**src/rtl/irq_pkg.sv**
```systemverilog
package irq_pkg;
    localparam int N_EXT       = 15;
    localparam int N_INT       = 5;
    localparam int BANK_W      = 8;
    localparam int N_BANKS     = 3;
    localparam int N_SLOT      = N_BANKS * BANK_W;
    localparam int IDX_W       = $clog2(BANK_W);
    localparam int SLOT_W      = $clog2(N_SLOT);
    localparam int DATA_W      = 8;
    localparam int BASE_W      = DATA_W - IDX_W;
    localparam int EXT_W       = $clog2(N_EXT);
    localparam int ADDR_W      = 4;
    localparam int WAIT_STATES = 5;
    localparam int CNT_W       = $clog2(WAIT_STATES + 1);

    // register addresses
    localparam int ADDR_MASK0  = 0;
    localparam int ADDR_BASE0  = ADDR_MASK0 + N_BANKS;
    localparam int ADDR_CAS0   = ADDR_BASE0 + N_BANKS;
    localparam int ADDR_EOI    = ADDR_CAS0 + (N_EXT + DATA_W - 1) / DATA_W;

    typedef enum logic [1:0] {
        ACK_IDLE  = 2'd0,
        ACK_WAIT  = 2'd1,
        ACK_READY = 2'd2
    } ack_state_e;

    typedef struct packed {
        logic              valid;
        logic [SLOT_W-1:0] slot;
    } grant_t;

    typedef struct packed {
        logic              cascaded;
        logic [SLOT_W-1:0] slot;
    } frozen_t;

    // lowest set bit wins: it is the highest priority
    function automatic grant_t first_set(input logic [N_SLOT-1:0] v);
        grant_t r;
        r = '0;
        for (int i = N_SLOT - 1; i >= 0; i--) begin
            if (v[i]) begin
                r.valid = 1'b1;
                r.slot  = SLOT_W'(i);
            end
        end
        return r;
    endfunction
endpackage

```
**src/rtl/irq_regfile.sv**
```systemverilog
module irq_regfile
    import irq_pkg::*;
(
    input  logic                              clk,
    input  logic                              rst,
    input  logic                              wr_en_i,
    input  logic [ADDR_W-1:0]                 wr_addr_i,
    input  logic [DATA_W-1:0]                 wr_data_i,
    output logic [N_BANKS-1:0][BANK_W-1:0]    mask_o,
    output logic [N_BANKS-1:0][BASE_W-1:0]    base_o,
    output logic [N_EXT-1:0]                  cascade_o,
    output logic                              eoi_o
);
    logic [N_BANKS-1:0][BANK_W-1:0] mask_q;
    logic [N_BANKS-1:0][BASE_W-1:0] base_q;
    logic [N_EXT-1:0]               cas_q;

    for (genvar b = 0; b < N_BANKS; b++) begin : g_bank
        localparam logic [ADDR_W-1:0] A_MASK = ADDR_W'(ADDR_MASK0 + b);
        localparam logic [ADDR_W-1:0] A_BASE = ADDR_W'(ADDR_BASE0 + b);
        always_ff @(posedge clk) begin
            if (rst) begin
                mask_q[b] <= '1;
                base_q[b] <= '0;
            end else if (wr_en_i) begin
                if (wr_addr_i == A_MASK) mask_q[b] <= wr_data_i[BANK_W-1:0];
                if (wr_addr_i == A_BASE) base_q[b] <= wr_data_i[DATA_W-1:IDX_W];
            end
        end
    end

    for (genvar e = 0; e < N_EXT; e++) begin : g_cas
        localparam logic [ADDR_W-1:0] A_CAS = ADDR_W'(ADDR_CAS0 + e / DATA_W);
        localparam int                BIT   = e % DATA_W;
        always_ff @(posedge clk) begin
            if (rst)                               cas_q[e] <= 1'b0;
            else if (wr_en_i && wr_addr_i == A_CAS) cas_q[e] <= wr_data_i[BIT];
        end
    end

    assign mask_o    = mask_q;
    assign base_o    = base_q;
    assign cascade_o = cas_q;
    assign eoi_o     = wr_en_i && (wr_addr_i == ADDR_W'(ADDR_EOI));
endmodule

```
**src/rtl/irq_resolver.sv**
```systemverilog
module irq_resolver
    import irq_pkg::*;
(
    input  logic              clk,
    input  logic              rst,
    input  logic [N_SLOT-1:0] req_i,
    input  logic [N_SLOT-1:0] mask_i,
    input  logic              set_en_i,
    input  logic [SLOT_W-1:0] set_slot_i,
    input  logic              eoi_i,
    output grant_t            win_o
);
    logic [N_SLOT-1:0] isr_q, isr_d;
    logic [N_SLOT-1:0] pending, blocked, eligible;
    grant_t            top_isr;

    assign pending = req_i & ~mask_i;

    // blocked[i]: an in-service bit exists at slot i or above it in priority
    for (genvar i = 0; i < N_SLOT; i++) begin : g_block
        if (i == 0) begin : g_first
            assign blocked[i] = isr_q[i];
        end else begin : g_rest
            assign blocked[i] = blocked[i-1] | isr_q[i];
        end
    end

    assign eligible = pending & ~blocked;
    assign win_o    = first_set(eligible);
    assign top_isr  = first_set(isr_q);

    always_comb begin
        isr_d = isr_q;
        if (eoi_i && top_isr.valid) isr_d[top_isr.slot] = 1'b0;
        if (set_en_i)               isr_d[set_slot_i]   = 1'b1;
    end

    always_ff @(posedge clk) begin
        if (rst) isr_q <= '0;
        else     isr_q <= isr_d;
    end
endmodule

```
**src/rtl/irq_ack_seq.sv**
```systemverilog
module irq_ack_seq
    import irq_pkg::*;
(
    input  logic                           clk,
    input  logic                           rst,
    input  logic                           inta_i,
    input  grant_t                         win_i,
    input  logic [N_EXT-1:0]               cascade_i,
    input  logic [N_BANKS-1:0][BASE_W-1:0] base_i,
    output logic                           set_en_o,
    output logic [SLOT_W-1:0]              set_slot_o,
    output logic                           ready_o,
    output logic [DATA_W-1:0]              data_o,
    output logic                           data_oe_o,
    output logic                           cas_act_o,
    output logic [EXT_W-1:0]               cas_code_o
);
    localparam logic [SLOT_W-1:0] SPURIOUS_SLOT = SLOT_W'(BANK_W - 1);
    localparam logic [CNT_W-1:0]  LAST_WAIT     = CNT_W'(WAIT_STATES - 1);

    ack_state_e        state_q;
    logic [CNT_W-1:0]  cnt_q;
    logic              second_q;
    frozen_t           frz_q;
    logic              cas_act_q;
    logic [EXT_W-1:0]  cas_code_q;
    logic              accept, freeze, win_cas;
    logic [SLOT_W-IDX_W-1:0] bank_sel;

    assign accept  = (state_q == ACK_IDLE) && inta_i;
    assign freeze  = accept && !second_q;
    assign win_cas = win_i.valid && (win_i.slot < SLOT_W'(N_EXT))
                     && cascade_i[win_i.slot[EXT_W-1:0]];

    assign set_en_o   = freeze && win_i.valid;
    assign set_slot_o = win_i.slot;

    always_ff @(posedge clk) begin
        if (rst) begin
            state_q    <= ACK_IDLE;
            cnt_q      <= '0;
            second_q   <= 1'b0;
            frz_q      <= '0;
            cas_act_q  <= 1'b0;
            cas_code_q <= '0;
        end else begin
            case (state_q)
                ACK_IDLE: begin
                    if (accept) begin
                        state_q <= ACK_WAIT;
                        cnt_q   <= '0;
                    end
                    if (freeze) begin
                        frz_q.slot     <= win_i.valid ? win_i.slot : SPURIOUS_SLOT;
                        frz_q.cascaded <= win_cas;
                        cas_act_q      <= win_cas;
                        cas_code_q     <= win_i.slot[EXT_W-1:0];
                    end
                end
                ACK_WAIT: begin
                    if (cnt_q == LAST_WAIT) state_q <= ACK_READY;
                    else                    cnt_q   <= cnt_q + 1'b1;
                end
                ACK_READY: begin
                    state_q  <= ACK_IDLE;
                    second_q <= !second_q;
                    if (second_q) cas_act_q <= 1'b0;
                end
                default: state_q <= ACK_IDLE;
            endcase
        end
    end

    assign bank_sel   = frz_q.slot[SLOT_W-1:IDX_W];
    assign ready_o    = (state_q == ACK_READY);
    assign data_oe_o  = second_q && (state_q != ACK_IDLE) && !frz_q.cascaded;
    assign data_o     = data_oe_o ? {base_i[bank_sel], frz_q.slot[IDX_W-1:0]} : '0;
    assign cas_act_o  = cas_act_q;
    assign cas_code_o = cas_act_q ? cas_code_q : '0;
endmodule

```
**src/rtl/irq_ack_ctrl.sv**
```systemverilog
module irq_ack_ctrl
    import irq_pkg::*;
(
    input  logic              clk,
    input  logic              rst,
    input  logic [N_EXT-1:0]  irq_ext_i,
    input  logic [N_INT-1:0]  irq_int_i,
    input  logic              wr_en_i,
    input  logic [ADDR_W-1:0] wr_addr_i,
    input  logic [DATA_W-1:0] wr_data_i,
    output logic              int_o,
    input  logic              inta_i,
    output logic              ready_o,
    output logic [DATA_W-1:0] data_o,
    output logic              data_oe_o,
    output logic              cas_act_o,
    output logic [EXT_W-1:0]  cas_code_o
);
    localparam int N_SPARE = N_SLOT - N_EXT - N_INT;

    logic [N_SLOT-1:0]              req;
    logic [N_BANKS-1:0][BANK_W-1:0] mask;
    logic [N_BANKS-1:0][BASE_W-1:0] base;
    logic [N_EXT-1:0]               cascade;
    logic                           eoi;
    grant_t                         win;
    logic                           set_en;
    logic [SLOT_W-1:0]              set_slot;

    if (N_SPARE > 0) begin : g_spare
        assign req = {{N_SPARE{1'b0}}, irq_int_i, irq_ext_i};
    end else begin : g_full
        assign req = {irq_int_i, irq_ext_i};
    end

    irq_regfile u_regs (
        .clk       (clk),
        .rst       (rst),
        .wr_en_i   (wr_en_i),
        .wr_addr_i (wr_addr_i),
        .wr_data_i (wr_data_i),
        .mask_o    (mask),
        .base_o    (base),
        .cascade_o (cascade),
        .eoi_o     (eoi)
    );

    irq_resolver u_res (
        .clk        (clk),
        .rst        (rst),
        .req_i      (req),
        .mask_i     (mask),
        .set_en_i   (set_en),
        .set_slot_i (set_slot),
        .eoi_i      (eoi),
        .win_o      (win)
    );

    irq_ack_seq u_seq (
        .clk        (clk),
        .rst        (rst),
        .inta_i     (inta_i),
        .win_i      (win),
        .cascade_i  (cascade),
        .base_i     (base),
        .set_en_o   (set_en),
        .set_slot_o (set_slot),
        .ready_o    (ready_o),
        .data_o     (data_o),
        .data_oe_o  (data_oe_o),
        .cas_act_o  (cas_act_o),
        .cas_code_o (cas_code_o)
    );

    assign int_o = win.valid;
endmodule

```
**config.mk**
```make
export PLATFORM = sky130hd
export DESIGN_NAME = irq_ack_ctrl
export DESIGN_NICKNAME = d
export VERILOG_FILES = /design/src/rtl/irq_pkg.sv /design/src/rtl/irq_regfile.sv /design/src/rtl/irq_resolver.sv /design/src/rtl/irq_ack_seq.sv /design/src/rtl/irq_ack_ctrl.sv
export SDC_FILE = /design/constraint.sdc
export NUM_CORES = 1
export LEC_CHECK = 0
export ABC_CLOCK_PERIOD_IN_PS = 3250
export BUFFER_PORTS_ARGS = -buffer_cell sky130_fd_sc_hd__buf_2
export CAP_MARGIN = 10
export CORE_MARGIN = 1
export CORE_UTILIZATION = 45
export DETAILED_ROUTE_END_ITERATION = 6
export HOLD_SLACK_MARGIN = 0.06
export PLACE_DENSITY_LB_ADDON = 0.15
export SLEW_MARGIN = 15
export SYNTH_ARGS = -nofsm -noshare
export SYNTH_HDL_FRONTEND = slang
export SYNTH_SLANG_ARGS = --single-unit
```
**constraint.sdc**
```tcl
create_clock -name clk -period 3.25 [get_ports clk]
set_input_delay 0.65 -clock clk [delete_from_list [all_inputs] [get_ports clk]]
set_output_delay 0.65 -clock clk [all_outputs]
set_load 0.005 [all_outputs]
```
# [After elaboration in Yosys (flattened, before gate mapping)]
# Index checks and enable logic that the tools add are counted.
[op_classes] add_sub_neg=1 n_lt_le_gt_ge=7 n_eq_ne=16 muxes=70 n_bitwise=30 reduce_logical=30
[op_table] op="6-bit 2-to-1 mux" count=48
[op_table] op="24-bit inverter" count=3
[op_table] op="24-bit bitwise AND" count=2
[op_table] op="24-bit 2-to-1 mux" count=2
[op_table] op="20-bit by 24-bit bitwise AND with 24-bit output" count=1
[op_table] op="24-bit bitwise OR" count=1
[op_table] op="1-bit bitwise OR" count=23
[op_table] op="4-bit by 3-bit == test with 1-bit output, second input constant" count=4
[op_table] op="2-bit AND reduction" count=8
[op_table] op="1-bit logical AND" count=13
[op_table] op="5-bit by 6-bit < comparator with 1-bit output, second input constant" count=2
[op_table] op="5-bit binary-select mux with 2-bit select" count=1
[op_table] op="1-bit demux with 5-bit select" count=2
[op_table] op="5-bit by 1-bit greater-or-equal comparator with 1-bit output, second input constant" count=2
[op_table] op="5-bit 2-to-1 mux" count=2
[op_table] op="4-bit by 2-bit == test with 1-bit output, second input constant" count=2
[op_table] op="8-bit 2-to-1 mux" count=1
[op_table] op="2-bit by 1-bit != test with 1-bit output, second input constant" count=4
[op_table] op="3-bit 2-to-1 mux" count=2
[op_table] op="3-bit case mux with 2 select lines" count=1
[op_table] op="3-bit AND reduction" count=2
[op_table] op="2-bit nonzero test" count=3
[op_table] op="4-bit by 5-bit < comparator with 1-bit output, second input constant" count=1
[op_table] op="5-bit by 4-bit < comparator with 1-bit output, second input constant" count=1
[op_table] op="17 further kinds" count=23
[word_totals] register_bits=95

# [Depth between registers and ports, before layout]
# Gate-level depths: netlist of the first run.
[logic_depth] word_depth=55 ltp_mapped=11

# [Modules after synthesis]
# From an unflattened synthesis of the first run, not the netlist that was laid out.
[unflattened] cells_unflattened=628 hier_area_um2=5357.6
[modules_own_cells] module="irq_regfile" instances=1 cells_each=204 area_per_inst_um2=2149.6 seq_area_each_um2=1081.0
[modules_own_cells] module="irq_resolver" instances=1 cells_each=291 area_per_inst_um2=2117.0 seq_area_each_um2=480.5
[modules_own_cells] module="irq_ack_seq" instances=1 cells_each=132 area_per_inst_um2=1087.3 seq_area_each_um2=340.3
[modules_own_cells] module="irq_ack_ctrl" instances=1 cells_each=1 area_per_inst_um2=3.8 seq_area_each_um2=0.0

# [Worst setup path before layout of the first run]
# Ideal clock, no wire load.
[synth_timing] path_kind="reg2reg" start="reg u_res.isr_q[0]" end="reg u_seq.cas_act_q (netlist: u_seq.cas_act_o)" t_arrival_ns=2.618 t_required_ns=3.171 slack_ns=0.553 path_stages_with_launch=11 n_path_buf=2 synth_period_minus_slack_ns=2.697 cell_sequence="dfxtp_1 buf_6 or4_4 buf_6 nor4_4 o2111a_1 o221ai_2 a31oi_4 nor2_2 a2111o_1 o211ai_1"
[synth_via] elab_chain_len=54
[synth_rtl] element="start: declaration" line_no="irq_resolver.sv:13" rtl="logic [N_SLOT-1:0] isr_q, isr_d;"
[synth_rtl] element="start signal: assignment" line_no="irq_resolver.sv:40" rtl="else isr_q <= isr_d;"
[synth_rtl] element="1-bit bitwise OR (23 in series)" line_no="irq_resolver.sv:24" rtl="assign blocked[i] = blocked[i-1] | isr_q[i];"
[synth_rtl] element="24-bit inverter *" line_no="irq_resolver.sv:28" rtl="assign eligible = pending & ~blocked;"
[synth_rtl] element="24-bit bitwise AND *" line_no="irq_resolver.sv:28"
[synth_rtl] element="6-bit 2-to-1 mux (23 in series)" line_no="irq_pkg.sv:43" rtl="if (v[i]) begin"
[synth_rtl] element="6-bit 2-to-1 mux *" line_no="irq_pkg.sv:43"
[synth_rtl] element="1-bit binary-select mux with 4-bit select or 5-bit by 4-bit < comparator with 1-bit output (tied branches)" line_no="irq_ack_seq.sv:33, irq_ack_seq.sv:32"
[synth_rtl] element="1-bit 2-to-1 mux (not written as such) or 1-bit logical AND (tied branches)" line_no="irq_ack_seq.sv:33, irq_ack_seq.sv:32"
[synth_rtl] element="1-bit logical AND *" line_no="irq_ack_seq.sv:33" rtl="&& cascade_i[win_i.slot[EXT_W-1:0]];"
[synth_rtl] element="1-bit 2-to-1 mux *" line_no="irq_ack_seq.sv:53" rtl="if (freeze) begin"
[synth_rtl] element="1-bit case mux with 2 select lines *" line_no="irq_ack_seq.sv:47" rtl="case (state_q)"
[synth_rtl] element="end signal: assignment" line_no="irq_ack_seq.sv:56" rtl="cas_act_q <= win_cas;"
[synth_rtl] element="end: declaration" line_no="irq_ack_seq.sv:25" rtl="logic cas_act_q;"
# Every way passes the cells marked *; elsewhere a longest branch is shown, timed or not. The select of a mux whose other input is x is not followed.
# A chain may end at the register's enable or synchronous reset.

# [Worst setup path after layout of the first run]
[layout_timing] start="reg u_res.isr_q[8]" end="out int_o"
[layout_via] elab_chain_len=42
[layout_rtl] element="1-bit bitwise OR *" line_no="irq_resolver.sv:24"
[layout_rtl] element="1-bit bitwise OR (15 in series)" line_no="irq_resolver.sv:24"
[layout_rtl] element="24-bit inverter *" line_no="irq_resolver.sv:28"
[layout_rtl] element="24-bit bitwise AND *" line_no="irq_resolver.sv:28"
[layout_rtl] element="6-bit 2-to-1 mux (15 in series)" line_no="irq_pkg.sv:43"
[layout_rtl] element="6-bit 2-to-1 mux * (9 in series)" line_no="irq_pkg.sv:43"
[layout_rtl] element="end: declaration" line_no="irq_ack_ctrl.sv:11" rtl="output logic int_o,"
# Every way passes the cells marked *; elsewhere a longest branch is shown, timed or not.

==> results of run 1 <==
report_power, final:
group          leakage, nW  total, mW  internal (mW)  switching (mW)
clock network        0.113      0.867          0.444           0.422
logic                 1.20      0.262          0.100           0.161
registers            0.737       1.16           1.14          0.0182
total                 2.05       2.28           1.68           0.602
stage by stage:
stage          setup slack [ps]  cell area (µm²)  power [mW]
3_3_place_gp                343             5260        1.44
3_5_place_dp                267             5260        1.44
4_1_cts                    60.3             5490        2.30
6_report                    106             5490        2.28
2_1_floorplan               553             4870        1.35
5_1_grt                    19.7             5490        2.38
cells in the final DEF, fill, tap and decap left out, types with 9 or more instances in the layout:
| master | n |
|---|---|
| nor3_1 | 10 |
| nand2_1 | 63 |
| o211ai_1 | 12 |
| dfxtp_1 | 91 |
| nand2b_1 | 14 |
| clkbuf_8 | 9 |
| nor2_1 | 89 |
| inv_1 | 21 |
| o31ai_1 | 10 |
| buf_4 | 13 |
| nand3b_1 | 12 |
| mux2i_1 | 33 |
| a211o_1 | 12 |
| buf_2 | 51 |
| a21oi_1 | 43 |
| and2_1 | 11 |
| nand3_1 | 15 |
| nor2b_1 | 17 |
| o21ai_0 | 22 |
area by class of cell:
class | count | area share
well taps | 136 | 0.0310
flip-flops and latches | 91 | 0.332
clock inverters | 6 | 0.0178
clock buffers | 10 | 0.0232
inverters | 21 | 0.0144
repair buffers | 64 | 0.0643
multi-input cells | 463 | 0.518
state kept, by name, indices dropped and copies added, names as in the netlist:
signal,cells
u_seq.second_q,1
u_regs.base_o,15
u_regs.cascade_o,15
u_res.isr_q,24
u_seq.frz_q,4
u_regs.mask_o,20
u_seq.bank_sel,2
u_seq.state_q,2
u_seq.cas_code_q,4
u_seq.cnt_q,3
u_seq.cas_act_o,1
cells by family after synthesis:
group           synth area share
compound gates             0.216
xor+xnor                 0.00360
mux                       0.0701
simple gates               0.289
buf+inv                   0.0429
flops                      0.374
fa+ha+maj                0.00514
worst min-delay path by stage:
stage | cells after the start | from | end | slack (ps)
3_5_place_dp | 2 | u_seq.cas_code_q[1]$_SDFFE_PP0P_ | u_seq.cas_code_q[1]$_SDFFE_PP0P_ | 440
4_1_cts | 2 | u_seq.cas_code_q[1]$_SDFFE_PP0P_ | u_seq.cas_code_q[1]$_SDFFE_PP0P_ | 460
6_report | 2 | u_seq.cas_code_q[1]$_SDFFE_PP0P_ | u_seq.cas_code_q[1]$_SDFFE_PP0P_ | 450
2_1_floorplan | 1 | u_regs.mask_o[10]$_SDFFE_PP1P_ | u_regs.mask_o[10]$_SDFFE_PP1P_ | 430
3_3_place_gp | 2 | u_seq.cas_code_q[1]$_SDFFE_PP0P_ | u_seq.cas_code_q[1]$_SDFFE_PP0P_ | 440
5_1_grt | 2 | u_seq.cas_code_q[1]$_SDFFE_PP0P_ | u_seq.cas_code_q[1]$_SDFFE_PP0P_ | 490
per-layer routing:
layer  track usage  up-vias  share of wire
met5             0        -              0
met4         0.118        0          0.033
met3        0.0521       34          0.065
met2         0.390      172           0.45
met1         0.330     2119           0.45
li1              -     2245              -
what timing repair did:
item	CTS	global route
hold endpoints to repair	0	0
endpoints found under the setup margin	0	1
resized for setup	0	1
critical path, delay by kind of cell (launching register included):
kind | cells | cell delay, ps
AND/OR/NAND/NOR | 2 | 980
AO/OA/AOI/OAI | 2 | 620
flip-flops | 1 | 370
buffers and inverters | 1 | 150
==> flow_summary.toml, run 1 <==
[synth]
synth.most_common_cell = "dfxtp_1"
synth_edf_count = 0
synth_area_um2 = 4870
synth_commonest_cells = "dfxtp_1 (91), nor2_1 (90), nand2_1 (63)"
synth_area_leader_cell = "dfxtp_1"
async_flop_share = 0
synth_nets = 643
ys_ff_latch = 91
yosysSeqAreaShare = 0.374
synthTopCellsByArea = "dfxtp_1 (37%), nor2_1 (6.9%), mux2i_1 (6.8%)"
ys_types = 69
syn_area_per_cell_um2 = 8.05
syn_inst = 605
synth_warnings = 0
synth_ff_type = "dfxtp_1"
synth_top_area_frac = 0.374

[route]
ant_nets = 0
drtIter0Drc = 283
viasPerCell = 5.78
drt_wl_total_um = 13500
drt_first_pass_iters = 5
drc_errors = 0
via_count = 4570
routedWlPerCell_um = 17.0

[setup_path]
crit_slowest_cell = "or4_1"
critPathMaxStageDelay_ps = 730
crit_path_cell_trace = "or4_1 > o32ai_1 > o21ai_0 > nand4_1 > buf_2"
cp.arrival_ps = 2490
crit_path_start_kind = "flop"
crit_start = "u_res.isr_q[8]$_SDFF_PP0_"
crit_end = "int_o"
rrSetupSlack_ps = 250
r2r-start = "u_res.isr_q[8]$_SDFF_PP0_"
cp-end-kind = "primary output"
worstPathMaxFanout = 7
cp_data_required_time_ps = 2600
rr_worst_depth = 8
r2r_end = "u_seq.cas_act_o$_SDFFE_PP0P_"
critPathKind = "flop to primary output"

[timing]
setup_violations = 0
whs_ps = 451
max_freq_ghz = 0.318
slew_violations = 0
worst_pin_slew_ps = 843
finalHoldViolCount = 0
fin_worst_skew_ps = 11.7
setup_tns_ps = 0
rsz0062_at_grt = "false"
finalCritPeriodShare = 0.968
relSlewSlack = 0.433
period_needed_ps = 3140

[clock_tree]
clk_pin_slew_ps = 90
hold_buffers = 0
clock-root-buffer = "clkbuf_8"
cts_made_buffers = 9
clock_latency_ps = 370
cts_sinks = 91
cts_setup_buffers = 0
cts_tree = "done"
htree_levels = 3
clockBufferDepth = 2

[placement]
gp_congestion = 0.877
port_buffers = 51
placed_cells = 775
post-dp-hpwl_um = 10300

[global_routing]
grt_max_degree = 59
grt_pass1_vias = 4277
grt_pass1_wl_um = 21700
grt_usage = 0.250
grt-ovfl-total = 0
antenna_found_initial = 0

[pwr]
vdd_drop_max_mv = 0.368
leakagePower_nw = 2.05
power_density_nw_per_um2 = 416

[die]
die_w_um = 106
ioPinCount = 52
die-area_um2 = 11200
initial_core_util = 0.468
core_area_um2 = 10400
die_y_um = 106
rows = 37

[finish]
antenna_cells = 0
seqCellArea_um2 = 1820
multi_input_area_um2 = 2840
instances_no_fill = 791
nets = 688
drive_above_1_share = 0.163
fillerInstances = 1014
final_util = 0.527
syn2layout_area_growth_pct = 12.7

[min_path]
hold_class = "flop to flop"

[outcome]
status = "complete, no violations"

[flow_run]
maxCapViolCount = 0
Power figures use the tool's default switching activity.
==> run 2: changes to the inputs <==
--- a/config.mk
+++ b/config.mk
@@ -8,10 +8,13 @@
 export ABC_CLOCK_PERIOD_IN_PS = 3250
 export BUFFER_PORTS_ARGS = -buffer_cell sky130_fd_sc_hd__buf_2
 export CAP_MARGIN = 10
+export CELL_PAD_IN_SITES_DETAIL_PLACEMENT = 1
+export CELL_PAD_IN_SITES_GLOBAL_PLACEMENT = 2
 export CORE_MARGIN = 1
-export CORE_UTILIZATION = 45
+export CORE_UTILIZATION = 35
 export DETAILED_ROUTE_END_ITERATION = 6
 export HOLD_SLACK_MARGIN = 0.06
+export MAX_ROUTING_LAYER = met4
 export PLACE_DENSITY_LB_ADDON = 0.15
 export SLEW_MARGIN = 15
 export SYNTH_ARGS = -nofsm -noshare
==> run 2 against run 1 <==
Compared with the run above: sequential share of layout area is 1.2 points lower; hold slack better by 4.6 ps; global-route usage is 1.0 points lower; largest power group is now the clock network; clock skew is 2.8 ps lower; utilization is 10 points lower; cell count is 6.1% higher; clock power is 35% higher; design area is 3.8% higher; count of clock-buffer cells in the layout stayed put; critical endpoint unchanged; die area is 28% higher; routed wire length is 19% higher.
==> flow_summary.toml, run 2 (synthesis results as in run 1) <==
[setup_path]
cp_data_required_time_ps = 2600
worstPathMaxFanout = 7
cp.arrival_ps = 2330
cp-end-kind = "primary output"
critPathKind = "flop to primary output"
crit_path_start_kind = "flop"

[finish]
antenna_cells = 0
drive_above_1_share = 0.173
top_register = "u_res.isr_q"
nets = 696
final_util = 0.425
syn2layout_area_growth_pct = 17.0
largest_reg_flops = 24
instances_no_fill = 839
final_common_cell = "dfxtp_1"
finalInstanceArea_um2 = 5700
mostFrequentLayoutCells = "dfxtp_1 (91), nor2_1 (90), nand2_1 (63)"

[timing]
relSlewSlack = 0.334
worst_pin_slew_ps = 991
fin_worst_skew_ps = 8.97
rsz0062_at_grt = "false"
finalHoldViolCount = 0
setup_tns_ps = 0
finalCritPeriodShare = 0.917
period_needed_ps = 2980
slew_violations = 0
max_freq_ghz = 0.336
setup_violations = 0

[global_routing]
grt-ovfl-total = 0
grt_usage = 0.240
grt_pass1_wl_um = 25500
grt_pass1_vias = 4755
antenna_found_initial = 0
grt_max_degree = 59

[placement]
post-dp-hpwl_um = 12300
port_buffers = 51
gp_congestion = 0.867
dpl_cell_area_um2 = 5370
placed_cells = 823

[clock_tree]
clock-root-buffer = "clkbuf_16"
clock_latency_ps = 360
cts_made_buffers = 9
cts_sinks = 91
ctsResizeCount = 0
cts_setup_buffers = 0
cts_tree = "done"
htree_levels = 3
clockBufferDepth = 2
hold_buffers = 0
clk_pin_slew_ps = 70

[pwr]
clock_power_share = 0.450
power_density_nw_per_um2 = 457
intPower_mw = 1.92
leakagePower_nw = 2.13
switching_share = 0.262
totalPowerFinal_mw = 2.61
p_comb_frac = 0.107
p_sw_mw = 0.682
power_frac_seq = 0.443
vdd_drop_max_mv = 0.323

[route]
routedWlPerCell_um = 19.0
drt_first_pass_iters = 4
ant_nets = 0
viasPerCell = 5.48
drc_errors = 0
drt_wl_total_um = 16000
drtIter0Drc = 292
via_count = 4596

[outcome]
status = "complete, no violations"

[die]
die_w_um = 120
die_y_um = 120
core_area_um2 = 13400
ioPinCount = 52
rows = 42
die-area_um2 = 14400
initial_core_util = 0.363

[min_path]
hold_class = "flop to flop"

[flow_run]
maxCapViolCount = 0
-- run 2: area by class of cell --
| cell class | count | area [µm²] |
|---|---|---|
| Fill cell | 1629 | 7700 |
| Multi-Input combinational cell | 463 | 2840 |
| Sequential cell | 91 | 1820 |
| Timing Repair Buffer | 72 | 413 |
| Clock buffer | 10 | 229 |
| Tap cell | 176 | 220 |
| Clock inverter | 6 | 93.8 |
| Inverter | 21 | 78.8 |
-- run 2: worst paths after layout --
path                                    startpoint                               end  slack [ps]  cells after the start
setup / recovery         u_res.isr_q[0]$_SDFF_PP0_                             int_o         270                      5
hold / removal    u_seq.cas_code_q[0]$_SDFFE_PP0P_  u_seq.cas_code_q[0]$_SDFFE_PP0P_         460                      2
setup reg to reg         u_res.isr_q[8]$_SDFF_PP0_      u_seq.cas_act_o$_SDFFE_PP0P_         410                      8
hold reg to reg   u_seq.cas_code_q[0]$_SDFFE_PP0P_  u_seq.cas_code_q[0]$_SDFFE_PP0P_         460                      2
-- run 2: power groups by stage --
| stage | combinational [mW] | sequential, mW | clock (mW) |
|---|---|---|---|
| floorplan | 0.175 | 1.17 | 0 |
| detailed placement | 0.276 | 1.18 | 0 |
| CTS | 0.279 | 1.16 | 1.19 |
| global route | 0.306 | 1.16 | 1.24 |
| finish | 0.278 | 1.15 | 1.17 |
| global placement | 0.270 | 1.18 | 0 |
-- run 2: worst max-delay path, cell delays in order (launching register included) --
cell and delay [ps]:
dfxtp_1 310, or4_4 630, nor2_1 360, o21ai_1 260
nand4_1 250, buf_2 160
-- run 2: per-layer routing --
layer	routed length [µm]	GRT usage	vias up
met5	0	-	-
met4	216	0.0734	0
met3	583	0.0309	11
met2	7680	0.390	73
met1	7500	0.308	2251
li1	-	-	2261
-- run 2: metrics by stage --
step / worst slack [ps] / hold slack [ps]
3_3_place_gp: 295 / 442
2_1_floorplan: 553 / 426
6_report: 269 / 455
4_1_cts: 73.5 / 455
3_5_place_dp: 216 / 446
5_1_grt: 53.0 / 477
